`src/rtl/ivl_pkg.sv`:
```
package ivl_pkg;
  typedef enum logic [2:0] {
    M_TERM    = 3'd0,
    M_ONESHOT = 3'd1,
    M_RATE    = 3'd2,
    M_SQUARE  = 3'd3,
    M_SWSTB   = 3'd4,
    M_HWSTB   = 3'd5
  } ivl_mode_e;

  // codes 6 and 7 alias the two periodic modes
  function automatic ivl_mode_e fold_mode(input logic [2:0] code);
    if (code[2:1] == 2'b11) return ivl_mode_e'({1'b0, code[1:0]});
    return ivl_mode_e'(code);
  endfunction
endpackage

```
`src/rtl/ivl_dec.sv`:
```
module ivl_dec #(
  parameter int CNT_W = 16
) (
  input  logic [CNT_W-1:0] val_i,
  input  logic             bcd_i,
  output logic [CNT_W-1:0] dec_o
);
  localparam int DIG = CNT_W / 4;

  logic [DIG-1:0]   brw;   // borrow into digit d
  logic [CNT_W-1:0] bcd_res;

  assign brw[0] = 1'b1;

  for (genvar d = 0; d < DIG; d++) begin : g_dig
    logic [3:0] nib;
    assign nib = val_i[4*d +: 4];
    assign bcd_res[4*d +: 4] = !brw[d] ? nib :
                               ((nib == 4'd0) ? 4'd9 : nib - 4'd1);
    if (d < DIG-1) begin : g_chain
      assign brw[d+1] = brw[d] & (nib == 4'd0);
    end
  end

  assign dec_o = bcd_i ? bcd_res : (val_i - CNT_W'(1));
endmodule

```
`src/rtl/ivl_len.sv`:
```
module ivl_len #(
  parameter int CNT_W = 16
) (
  input  logic [CNT_W-1:0] init_i,
  input  logic             bcd_i,
  output logic [CNT_W:0]   len_o
);
  localparam int DIG   = CNT_W / 4;
  localparam int LEN_W = CNT_W + 1;

  function automatic logic [CNT_W:0] dec_span();
    logic [CNT_W:0] p;
    p = LEN_W'(1);
    for (int i = 0; i < DIG; i++) p = (p << 3) + (p << 1);
    return p;
  endfunction

  localparam logic [CNT_W:0] BCD_SPAN = dec_span();
  localparam logic [CNT_W:0] BIN_SPAN = {1'b1, {CNT_W{1'b0}}};

  logic [CNT_W:0] acc;

  always_comb begin
    acc = '0;
    for (int d = DIG-1; d >= 0; d--)
      acc = (acc << 3) + (acc << 1) + LEN_W'(init_i[4*d +: 4]);
  end

  always_comb begin
    if (bcd_i) len_o = (acc == '0) ? BCD_SPAN : acc;
    else       len_o = (init_i == '0) ? BIN_SPAN : {1'b0, init_i};
  end
endmodule

```
`src/rtl/ivl_phase.sv`:
```
module ivl_phase #(
  parameter int CNT_W = 16
) (
  input  logic           clk,
  input  logic           rst,
  input  logic           clr_i,
  input  logic           adv_i,
  input  logic [CNT_W:0] len_i,
  output logic [CNT_W:0] ph_nxt_o,
  output logic           wrap_o
);
  localparam int LEN_W = CNT_W + 1;

  logic [CNT_W:0] ph_q;

  assign wrap_o = (ph_q == len_i - LEN_W'(1));

  always_comb begin
    if (clr_i)      ph_nxt_o = '0;
    else if (adv_i) ph_nxt_o = wrap_o ? '0 : ph_q + LEN_W'(1);
    else            ph_nxt_o = ph_q;
  end

  always_ff @(posedge clk) begin
    if (rst) ph_q <= '0;
    else     ph_q <= ph_nxt_o;
  end
endmodule

```
`src/rtl/ivl_counter_chan.sv`:
```
module ivl_counter_chan
  import ivl_pkg::*;
#(
  parameter int CNT_W = 16
) (
  input  logic             clk,
  input  logic             rst,
  input  logic             tick_i,
  input  logic             gate_i,
  input  logic             load_i,
  input  logic [CNT_W-1:0] load_val_i,
  input  logic [2:0]       mode_i,
  input  logic             bcd_i,
  output logic [CNT_W-1:0] count_o,
  output logic             out_o,
  output logic             null_o
);
  localparam int LEN_W = CNT_W + 1;
  localparam int DIG   = CNT_W / 4;

  ivl_mode_e        mode_q, mode_in;
  logic             bcd_q;
  logic [CNT_W-1:0] init_q, cnt_q, cnt_dec;
  logic [LEN_W-1:0] len_q, len_in, ph_nxt, half;
  logic             pend_q, trig_q, run_q, armed_q, out_q, null_q, gate_q;
  logic             rise, is_trig, is_per, is_strobe, gate_ok;
  logic             xfer, step, expire, wrap, per_out;

  assign mode_in   = fold_mode(mode_i);
  assign rise      = gate_i & ~gate_q;
  assign is_trig   = (mode_q == M_ONESHOT) || (mode_q == M_HWSTB);
  assign is_per    = (mode_q == M_RATE)    || (mode_q == M_SQUARE);
  assign is_strobe = (mode_q == M_SWSTB)   || (mode_q == M_HWSTB);
  assign gate_ok   = is_trig | gate_i;

  // transfer of the initial count into the counter
  assign xfer = tick_i & ~load_i &
                ((pend_q & ~is_trig) |
                 (trig_q & (is_trig | is_per) & (pend_q | run_q)));
  assign step   = tick_i & ~load_i & run_q & ~xfer & gate_ok;
  assign expire = step & ~is_per & (cnt_q == CNT_W'(1));

  ivl_dec #(.CNT_W(CNT_W)) u_dec (
    .val_i (cnt_q),
    .bcd_i (bcd_q),
    .dec_o (cnt_dec)
  );

  ivl_len #(.CNT_W(CNT_W)) u_len (
    .init_i (load_val_i),
    .bcd_i  (bcd_i),
    .len_o  (len_in)
  );

  ivl_phase #(.CNT_W(CNT_W)) u_phase (
    .clk      (clk),
    .rst      (rst),
    .clr_i    (xfer),
    .adv_i    (step & is_per),
    .len_i    (len_q),
    .ph_nxt_o (ph_nxt),
    .wrap_o   (wrap)
  );

  assign half    = (len_q + LEN_W'(1)) >> 1;
  assign per_out = (mode_q == M_SQUARE) ? (ph_nxt < half)
                                        : (ph_nxt != len_q - LEN_W'(1));

  always_ff @(posedge clk) begin
    if (rst) begin
      mode_q  <= M_TERM;
      bcd_q   <= 1'b0;
      init_q  <= '0;
      len_q   <= '0;
      cnt_q   <= '0;
      pend_q  <= 1'b0;
      trig_q  <= 1'b0;
      run_q   <= 1'b0;
      armed_q <= 1'b0;
      out_q   <= 1'b0;
      null_q  <= 1'b0;
      gate_q  <= 1'b0;
    end else begin
      gate_q <= gate_i;
      if (load_i) begin
        mode_q  <= mode_in;
        bcd_q   <= bcd_i;
        init_q  <= load_val_i;
        len_q   <= len_in;
        pend_q  <= 1'b1;
        null_q  <= 1'b1;
        run_q   <= 1'b0;
        trig_q  <= 1'b0;
        armed_q <= 1'b0;
        out_q   <= (mode_in != M_TERM);
      end else begin
        trig_q <= (trig_q & ~tick_i) | rise;
        if (xfer) begin
          cnt_q   <= init_q;
          pend_q  <= 1'b0;
          null_q  <= 1'b0;
          run_q   <= 1'b1;
          armed_q <= 1'b1;
          case (mode_q)
            M_TERM, M_ONESHOT: out_q <= 1'b0;
            M_RATE, M_SQUARE:  out_q <= per_out;
            default:           out_q <= 1'b1;
          endcase
        end else if (step) begin
          if (is_per) begin
            cnt_q <= wrap ? init_q : cnt_dec;
            out_q <= per_out;
          end else begin
            cnt_q <= cnt_dec;
            if (is_strobe) begin
              out_q <= ~(expire & armed_q);
              if (expire) armed_q <= 1'b0;
            end else if (expire) begin
              out_q <= 1'b1;
            end
          end
        end else if (tick_i & (is_per | is_strobe)) begin
          out_q <= 1'b1;
        end
      end
    end
  end

  assign count_o = cnt_q;
  assign out_o   = out_q;
  assign null_o  = null_q;

  function automatic logic digits_ok(input logic [CNT_W-1:0] v);
    logic ok;
    ok = 1'b1;
    for (int d = 0; d < DIG; d++) if (v[4*d +: 4] > 4'd9) ok = 1'b0;
    return ok;
  endfunction

  // a load always raises the null flag and freezes the count
  a_r2_null_after_load: assert property (@(posedge clk) disable iff (rst)
    load_i |=> null_o);
  a_r2_load_holds_count: assert property (@(posedge clk) disable iff (rst)
    load_i |=> (cnt_q == $past(cnt_q)));
  // binary wrap from zero to all ones
  a_r5_bin_wrap: assert property (@(posedge clk) disable iff (rst)
    (step && !is_per && !bcd_q && cnt_q == '0) |=> (cnt_q == '1));
  // terminal-count output stays high until a load
  a_r6_term_sticky: assert property (@(posedge clk) disable iff (rst)
    (mode_q == M_TERM && out_q && !load_i) |=> out_q);
  // strobe lasts one tick period
  a_r8_strobe_one_tick: assert property (@(posedge clk) disable iff (rst)
    (is_strobe && run_q && !out_q && tick_i && !load_i) |=> out_q);
  // periodic modes reload the initial count at end of period
  a_r9_period_reload: assert property (@(posedge clk) disable iff (rst)
    (is_per && step && wrap) |=> (cnt_q == $past(init_q)));
  // BCD counting keeps every digit in 0..9
  a_r13_bcd_digits: assert property (@(posedge clk) disable iff (rst)
    (bcd_q && !load_i && digits_ok(cnt_q) && digits_ok(init_q))
      |=> digits_ok(cnt_q));
endmodule

```
`config.mk`:
```
export PLATFORM = sky130hd
export DESIGN_NAME = ivl_counter_chan
export DESIGN_NICKNAME = d
export VERILOG_FILES = /design/src/rtl/ivl_pkg.sv /design/src/rtl/ivl_dec.sv /design/src/rtl/ivl_len.sv /design/src/rtl/ivl_phase.sv /design/src/rtl/ivl_counter_chan.sv
export SDC_FILE = /design/constraint.sdc
export NUM_CORES = 1
export LEC_CHECK = 0
export BUFFER_PORTS_ARGS = -buffer_cell sky130_fd_sc_hd__buf_2
export CAP_MARGIN = 40
export CORE_MARGIN = 1
export CORE_UTILIZATION = 39
export DETAILED_ROUTE_END_ITERATION = 8
export PLACE_DENSITY_LB_ADDON = 0.15
export SLEW_MARGIN = 20
export SYNTH_ARGS = -nofsm -noshare
export SYNTH_HDL_FRONTEND = slang
export SYNTH_SLANG_ARGS = --single-unit
```
`constraint.sdc`:
```
create_clock -name clk -period 12.8 [get_ports clk]
set_input_delay 0 -clock clk [delete_from_list [all_inputs] [get_ports clk]]
set_output_delay 0 -clock clk [all_outputs]
set_load 0.05 [all_outputs]
```
==> results of run 1 <==
placed cells by master, fill, tap and decap left out, types with 6 or more instances in the layout:
cell / instances
nor2b_1: 11
nor3_1: 24
mux2i_1: 33
o211ai_1: 8
xor2_1: 34
inv_1: 52
nand2_1: 59
o21ai_0: 43
nand4_1: 15
nor4_1: 17
a311oi_1: 9
nand3_1: 18
ha_1: 69
a21o_1: 16
a211oi_1: 16
buf_2: 42
buf_4: 7
dfxtp_1: 76
or3_1: 6
fa_1: 6
nand2b_1: 10
xnor2_1: 47
dlygate4sd3_1: 18
nor2_1: 139
a21oi_1: 58
or4_1: 6
and3_1: 7
clkbuf_16: 9
power by group through the flow:
stage	logic (W)	registers (W)	clock network [W]
CTS	0.000880	0.000295	0.000280
finish	0.000874	0.000296	0.000275
global placement	0.000871	0.000300	0
floorplan	0.000728	0.000275	0
global route	0.00101	0.000299	0.000289
detailed placement	0.000867	0.000301	0
final cells by class:
type | instances | area (µm²) | share of cell area, %
Clock buffer | 9 | 225 | 2.85
Clock inverter | 7 | 81.3 | 1.03
Inverter | 52 | 195 | 2.47
Multi-Input combinational cell | 743 | 5140 | 65.2
Sequential cell | 76 | 1520 | 19.3
Tap cell | 225 | 282 | 3.57
Timing Repair Buffer | 67 | 443 | 5.61
path summary, 6_finish.rpt:
check                                     from          to  slack (ns)
worst max-delay path            load_val_i[11]    len_q[4]        7.32
worst min-delay path            load_val_i[13]  init_q[13]        0.02
worst max register to register        len_q[0]       out_o        7.84
worst min register to register       init_q[0]   init_q[0]        0.49
timing repair:
action	in CTS	in global routing
endpoints found under the hold margin	19	0
setup buffers	0	0
hold buffers	18	0
cell families (layout without fill, tap and decap cells):
group,count (synthesis),after routing
XOR/XNOR,85,85
buffers and inverters,101,135
adder cells (fa/ha/maj),75,75
flip-flops,76,76
AO/OA/AOI/OAI,205,205
AND/OR/NAND/NOR,343,343
multiplexers,35,35
registers in the layout, indices dropped and copies added, names as in the netlist, 3 cells and up:
| register | cells |
|---|---|
| u_phase.ph_q | 17 |
| count_o | 16 |
| init_q | 16 |
| len_q | 17 |
| mode_q | 3 |
worst max-delay path, delay by kind of cell:
| family | cells | cell delay, ns |
|---|---|---|
| xor gates and xnor gates | 1 | 0.17 |
| muxes | 1 | 0.25 |
| AOI/OAI and AO/OA | 9 | 1.60 |
| and+or+nand+nor | 4 | 0.53 |
| buffers and inverters | 4 | 0.80 |
| adders and majority gates | 6 | 2.38 |
metal layers:
layer  global-route usage [%]  routed length [µm]
met5                        0                   0
met4                     6.79                 332
met3                     3.59                 680
met2                     35.2                8870
met1                     29.8                9530
metrics by stage:
step | hold slack, ns | setup WS [ns] | area [µm²] | std cells
2_1_floorplan | 0.147 | 8.03 | 7070 | 920
3_5_place_dp | 0.278 | 7.53 | 7410 | 1145
5_1_grt | 0.0443 | 6.83 | 7890 | 1179
4_1_cts | 0.0213 | 7.35 | 7890 | 1179
6_report | 0.0151 | 7.32 | 7890 | 1179
3_3_place_gp | 0.274 | 7.60 | 7410 | 1145
==> impl_metrics.py, run 1 <==
metrics = {
    "sta": {
        "clock_skew_ns": 0.00714,
        "fmax_mhz": 183,
        "drv_slew": 0,
        "tns_ns": 0,
        "worstMarginPinSlew_ns": 0.892,
        "fin_crit_ns": 5.48,
        "rsz0062_at_grt": "false",
        "period_share_pct": 42.8,
        "setup_violations": 0,
        "hold_viol_final": 0,
        "relSlewSlack_pct": 40.0,
    },
    "setup_path": {
        "cpPeakStageDelay_ns": 0.55,
        "slowest_stage": "fa_1",
        "worstRegToRegCells": 21,
        "path_max_fanout": 7,
        "cp.required_ns": 13.07,
        "criticalPathCategory": "input port to flop",
        "cp-end-kind": "flop",
        "worstPathArrival_ns": 5.74,
        "cp-start-kind": "input port",
        "cp_common_cell": "ha_1",
    },
    "grt": {
        "antenna_found_initial": 0,
        "grt_max_degree": 58,
        "grt_usage_pct": 21.9,
        "grt_first_pass_wirelength_um": 31700,
        "grt_pass1_vias": 6066,
        "grt_remaining_overflow": 0,
    },
    "layout": {
        "layout-drive-gt1-share_pct": 8.39,
        "fin_nets": 1049,
        "final_util_pct": 45.2,
        "fillers": 1828,
        "syn_to_final_growth_pct": 11.6,
        "antenna_cells": 0,
    },
    "clock_tree": {
        "clk_path_buf_depth": 2,
        "root_buffer": "clkbuf_16",
        "cts_sinks": 76,
        "numCtsBuffers": 9,
        "clk_pin_slew_ns": 0.07,
        "htreeDepth": 3,
        "tritoncts": "done",
        "cts_resized": 0,
        "clkLatencyLatePin_ns": 0.36,
    },
    "pwr": {
        "pwr-share-comb_pct": 60.5,
        "ir_worst_vdd_uv": 132,
        "p_seq_share_pct": 20.5,
        "clock_power_share_pct": 19.0,
        "swShare_pct": 45.6,
        "p_per_area_mw_per_mm2": 183,
        "total_power_w": 0.00144,
        "leakage_nw": 3.44,
        "p_int_w": 0.000786,
        "p_sw_w": 0.000658,
    },
    "drt": {
        "wl_um": 19400,
        "vias": 6439,
        "wire_per_inst_um": 16.5,
        "first_iter_violations": 280,
        "route.antenna.remaining_nets": 0,
        "drc": 0,
        "firstDrtPassIters": 5,
        "vias_per_cell": 5.46,
    },
    "floorplan": {
        "num_rows": 48,
        "dieWidth_um": 137,
        "die_y_um": 137,
        "start_util_pct": 40.5,
        "core_region_area_mm2": 0.0175,
        "io_pins": 43,
        "dieArea_mm2": 0.0187,
    },
    "synthesis": {
        "synth.most_common_cell": "nor2_1",
        "synth_area_mm2": 0.00707,
        "ys_seq_elements": 76,
        "synth_compound_area_share_pct": 18.9,
        "syn_avg_cell_area_um2": 7.69,
        "synth_xor_area_share_pct": 11.3,
        "synth_common_cells": "nor2_1, dfxtp_1, ha_1",
        "ys_types": 72,
        "synth_top_family_by_area": "simple AND/OR/NAND/NOR gates",
        "synth_flop_cell": "dfxtp_1",
        "synthSimpleGateAreaFrac_pct": 23.6,
        "ys_async_sr_fraction_pct": 0,
        "yosysSeqAreaShare_pct": 21.5,
        "synth_top_cell_area_share_pct": 21.5,
        "synthTopCellsByArea": "dfxtp_1, ha_1, nor2_1",
        "syn_nets": 1020,
        "synth-edff-count": 0,
        "synth-adder-area-share_pct": 13.9,
        "yosysTopAreaCell": "dfxtp_1",
        "yosys_warnings": 0,
        "synth_cells": 920,
        "synth_mux_area_share_pct": 4.99,
    },
    "worst_hold_path": {
        "hold_depth": 3,
        "hp-class": "input port to flop",
    },
    "placement": {
        "portBuffers": 42,
        "hpwlAfterDp_um": 14800,
        "gp_congestion": 0.836,
    },
    "run": {
        "maxCapViolCount": 0,
    },
    "run_status": {
        "status": "complete, no violations",
    },
}
Note: power is estimated with default switching activity, not from simulation.
==> run 2, diff against run 1 <==
--- a/config.mk
+++ b/config.mk
@@ -5,6 +5,7 @@
 export SDC_FILE = /design/constraint.sdc
 export NUM_CORES = 1
 export LEC_CHECK = 0
+export ABC_AREA = 1
 export BUFFER_PORTS_ARGS = -buffer_cell sky130_fd_sc_hd__buf_2
 export CAP_MARGIN = 40
 export CORE_MARGIN = 1
==> constraint.sdc (replaced) <==
create_clock -name clk -period 4.7 [get_ports clk]
set_input_delay 0 -clock clk [delete_from_list [all_inputs] [get_ports clk]]
set_output_delay 0 -clock clk [all_outputs]
set_load 0.05 [all_outputs]
==> run 2 against run 1 <==
  * Flip-flop and latch count stayed put
  * Critical endpoint is now len_q[13]
  * Clock power is 130% higher
  * Routed wire length is 11% higher
  * Sequential share of layout area is 1.8 points lower
  * Highest routed layer unchanged
  * Core utilization is 3.1 points higher
  * Hold slack better by 0.022 ns
==> impl_metrics.py, run 2 <==
metrics = {
    "setup_path": {
        "worstPathArrival_ns": 4.74,
        "cp-end-kind": "flop",
        "slowest_stage": "fa_2",
        "cpPeakStageDelay_ns": 0.58,
        "cp.required_ns": 5.00,
        "path_max_fanout": 5,
        "criticalPathCategory": "input port to flop",
        "cp-start-kind": "input port",
    },
    "layout": {
        "final_common_cell": "nand2_1",
        "syn_to_final_growth_pct": 21.0,
        "antenna_cells": 0,
        "fin_cells": 1445,
        "fillers": 1904,
        "fin_nets": 1313,
        "final_cell_mix": "nand2_1, inv_1, nor2_1, dfxtp_1, nand3_1",
        "seqCellArea_mm2": 0.00152,
        "reg_top3": "len_q: 17 flops, u_phase.ph_q: 17 flops",
        "layout-drive-gt1-share_pct": 16.1,
        "multi_input_area_mm2": 0.00514,
        "design_area_mm2": 0.00869,
    },
    "clock_tree": {
        "clkLatencyLatePin_ns": 0.35,
        "numCtsBuffers": 9,
        "tritoncts": "done",
        "clk_pin_slew_ns": 0.06,
        "root_buffer": "clkbuf_16",
        "clk_path_buf_depth": 2,
        "cts_sinks": 76,
        "htreeDepth": 3,
    },
    "sta": {
        "setup_violations": 0,
        "worstMarginPinSlew_ns": 0.766,
        "clock_skew_ns": 0.00837,
        "setup_ws_ns": 0.256,
        "hold_viol_final": 0,
        "period_share_pct": 94.6,
        "fmax_mhz": 225,
        "tns_ns": 0,
        "fin_crit_ns": 4.44,
        "relSlewSlack_pct": 48.8,
        "drv_slew": 0,
    },
    "synthesis": {
        "yosysTopAreaCell": "dfxtp_1",
        "synth_cells": 1117,
        "syn_nets": 1217,
        "synth_area_mm2": 0.00718,
        "synth_flop_cell": "dfxtp_1",
        "ys_async_sr_fraction_pct": 0,
        "synth_common_cells": "nand2_1, inv_1, nor2_1",
        "synth-edff-count": 0,
        "synthTopCellsByArea": "dfxtp_1, nand2_1, ha_1",
        "syn_avg_cell_area_um2": 6.43,
        "synth_top_cell_area_share_pct": 21.2,
        "ys_types": 49,
        "ys_seq_elements": 76,
        "yosys_warnings": 0,
        "yosysSeqAreaShare_pct": 21.2,
        "synth.most_common_cell": "nand2_1",
    },
    "grt": {
        "grt_remaining_overflow": 0,
        "grt_pass1_vias": 6855,
        "antenna_found_initial": 0,
        "grt_first_pass_wirelength_um": 33900,
        "grt_usage_pct": 23.1,
        "grt_max_degree": 39,
    },
    "drt": {
        "route.antenna.remaining_nets": 0,
        "vias_per_cell": 5.14,
        "vias": 7431,
        "drc": 0,
        "first_iter_violations": 474,
        "firstDrtPassIters": 5,
        "wire_per_inst_um": 14.8,
        "wl_um": 21500,
    },
    "floorplan": {
        "die_y_um": 138,
        "dieWidth_um": 138,
        "num_rows": 49,
        "dieArea_mm2": 0.0190,
        "core_region_area_mm2": 0.0180,
        "start_util_pct": 39.8,
        "io_pins": 43,
    },
    "placement": {
        "post-place-ws_ns": -0.420,
        "placed_area_mm2": 0.00798,
        "hpwlAfterDp_um": 16700,
        "gp_congestion": 0.882,
        "portBuffers": 42,
        "dp_cells": 1418,
    },
    "pwr": {
        "leakage_nw": 4.32,
        "p_per_area_mw_per_mm2": 663,
        "total_power_w": 0.00576,
        "ir_worst_vdd_uv": 531,
    },
    "worst_hold_path": {
        "hp-class": "input port to flop",
    },
    "run": {
        "maxCapViolCount": 0,
    },
    "run_status": {
        "status": "complete, no violations",
    },
}
-- run 2: what timing repair did --
action / 4_1_cts / 5_1_grt
setup buffers: 0 / 6
setup endpoints to repair: 5 / 9
hold endpoints to repair: 5 / 0
pin swaps: 3 / 30
hold buffers: 6 / 0
resized for setup: 4 / 52
gates cloned: 0 / 0
-- run 2: per-layer routing --
metal / track usage, % / wire, µm
met1: 30.1 / 10100
met2: 39.1 / 10200
met3: 3.42 / 763
met4: 7.25 / 387
met5: 0 / 0
-- run 2: cell type report --
| class | count | area share [%] |
|---|---|---|
| clock buffers | 9 | 2.59 |
| clock inverters | 5 | 0.360 |
| inverters | 188 | 8.18 |
| multi-input cells | 825 | 59.1 |
| flip-flops and latches | 76 | 17.5 |
| well taps | 229 | 3.30 |
| repair buffers | 113 | 8.95 |
-- run 2: cells by family (layout without fill, tap and decap cells) --
family / count (synthesis) / after routing / share of synthesized area [%]
compound gates: 183 / 183 / 14.3
xor+xnor: 57 / 57 / 7.53
fa+ha+maj: 75 / 75 / 13.7
buf+inv: 216 / 315 / 11.8
flops: 76 / 76 / 21.2
simple gates: 510 / 510 / 31.5
-- run 2: power by group --
group | switching (W) | leakage [nW] | internal [W]
registers | 0.0000865 | 0.621 | 0.000697
logic | 0.00219 | 3.57 | 0.00214
clock network | 0.000291 | 0.127 | 0.000350
-- run 2: per-stage QoR --
step | utilization [%] | hold slack [ns]
after floorplan | - | 0.113
after global placement | 44.3 | 0.220
after detailed placement | 44.3 | 0.228
after CTS | 46.1 | 0.0406
after global routing | 48.2 | 0.0446
final | 48.2 | 0.0372
-- run 2: final timing paths --
| path | from | depth (start not counted) | slack [ns] | end |
|---|---|---|---|---|
| setup / recovery | load_val_i[12] | 26 | 0.26 | len_q[13] |
| hold reg to reg | init_q[1] | 2 | 0.46 | init_q[1] |
| hold / removal | load_val_i[6] | 3 | 0.04 | init_q[6] |
| setup reg to reg | len_q[0] | 27 | 0.45 | out_o |
-- run 2: critical path, delay by kind of cell --
kind | cells | cell delay, ns
compound gates | 3 | 0.58
xor+xnor | 2 | 0.22
fa+ha+maj | 6 | 2.21
simple gates | 8 | 1.04
buf+inv | 7 | 0.70
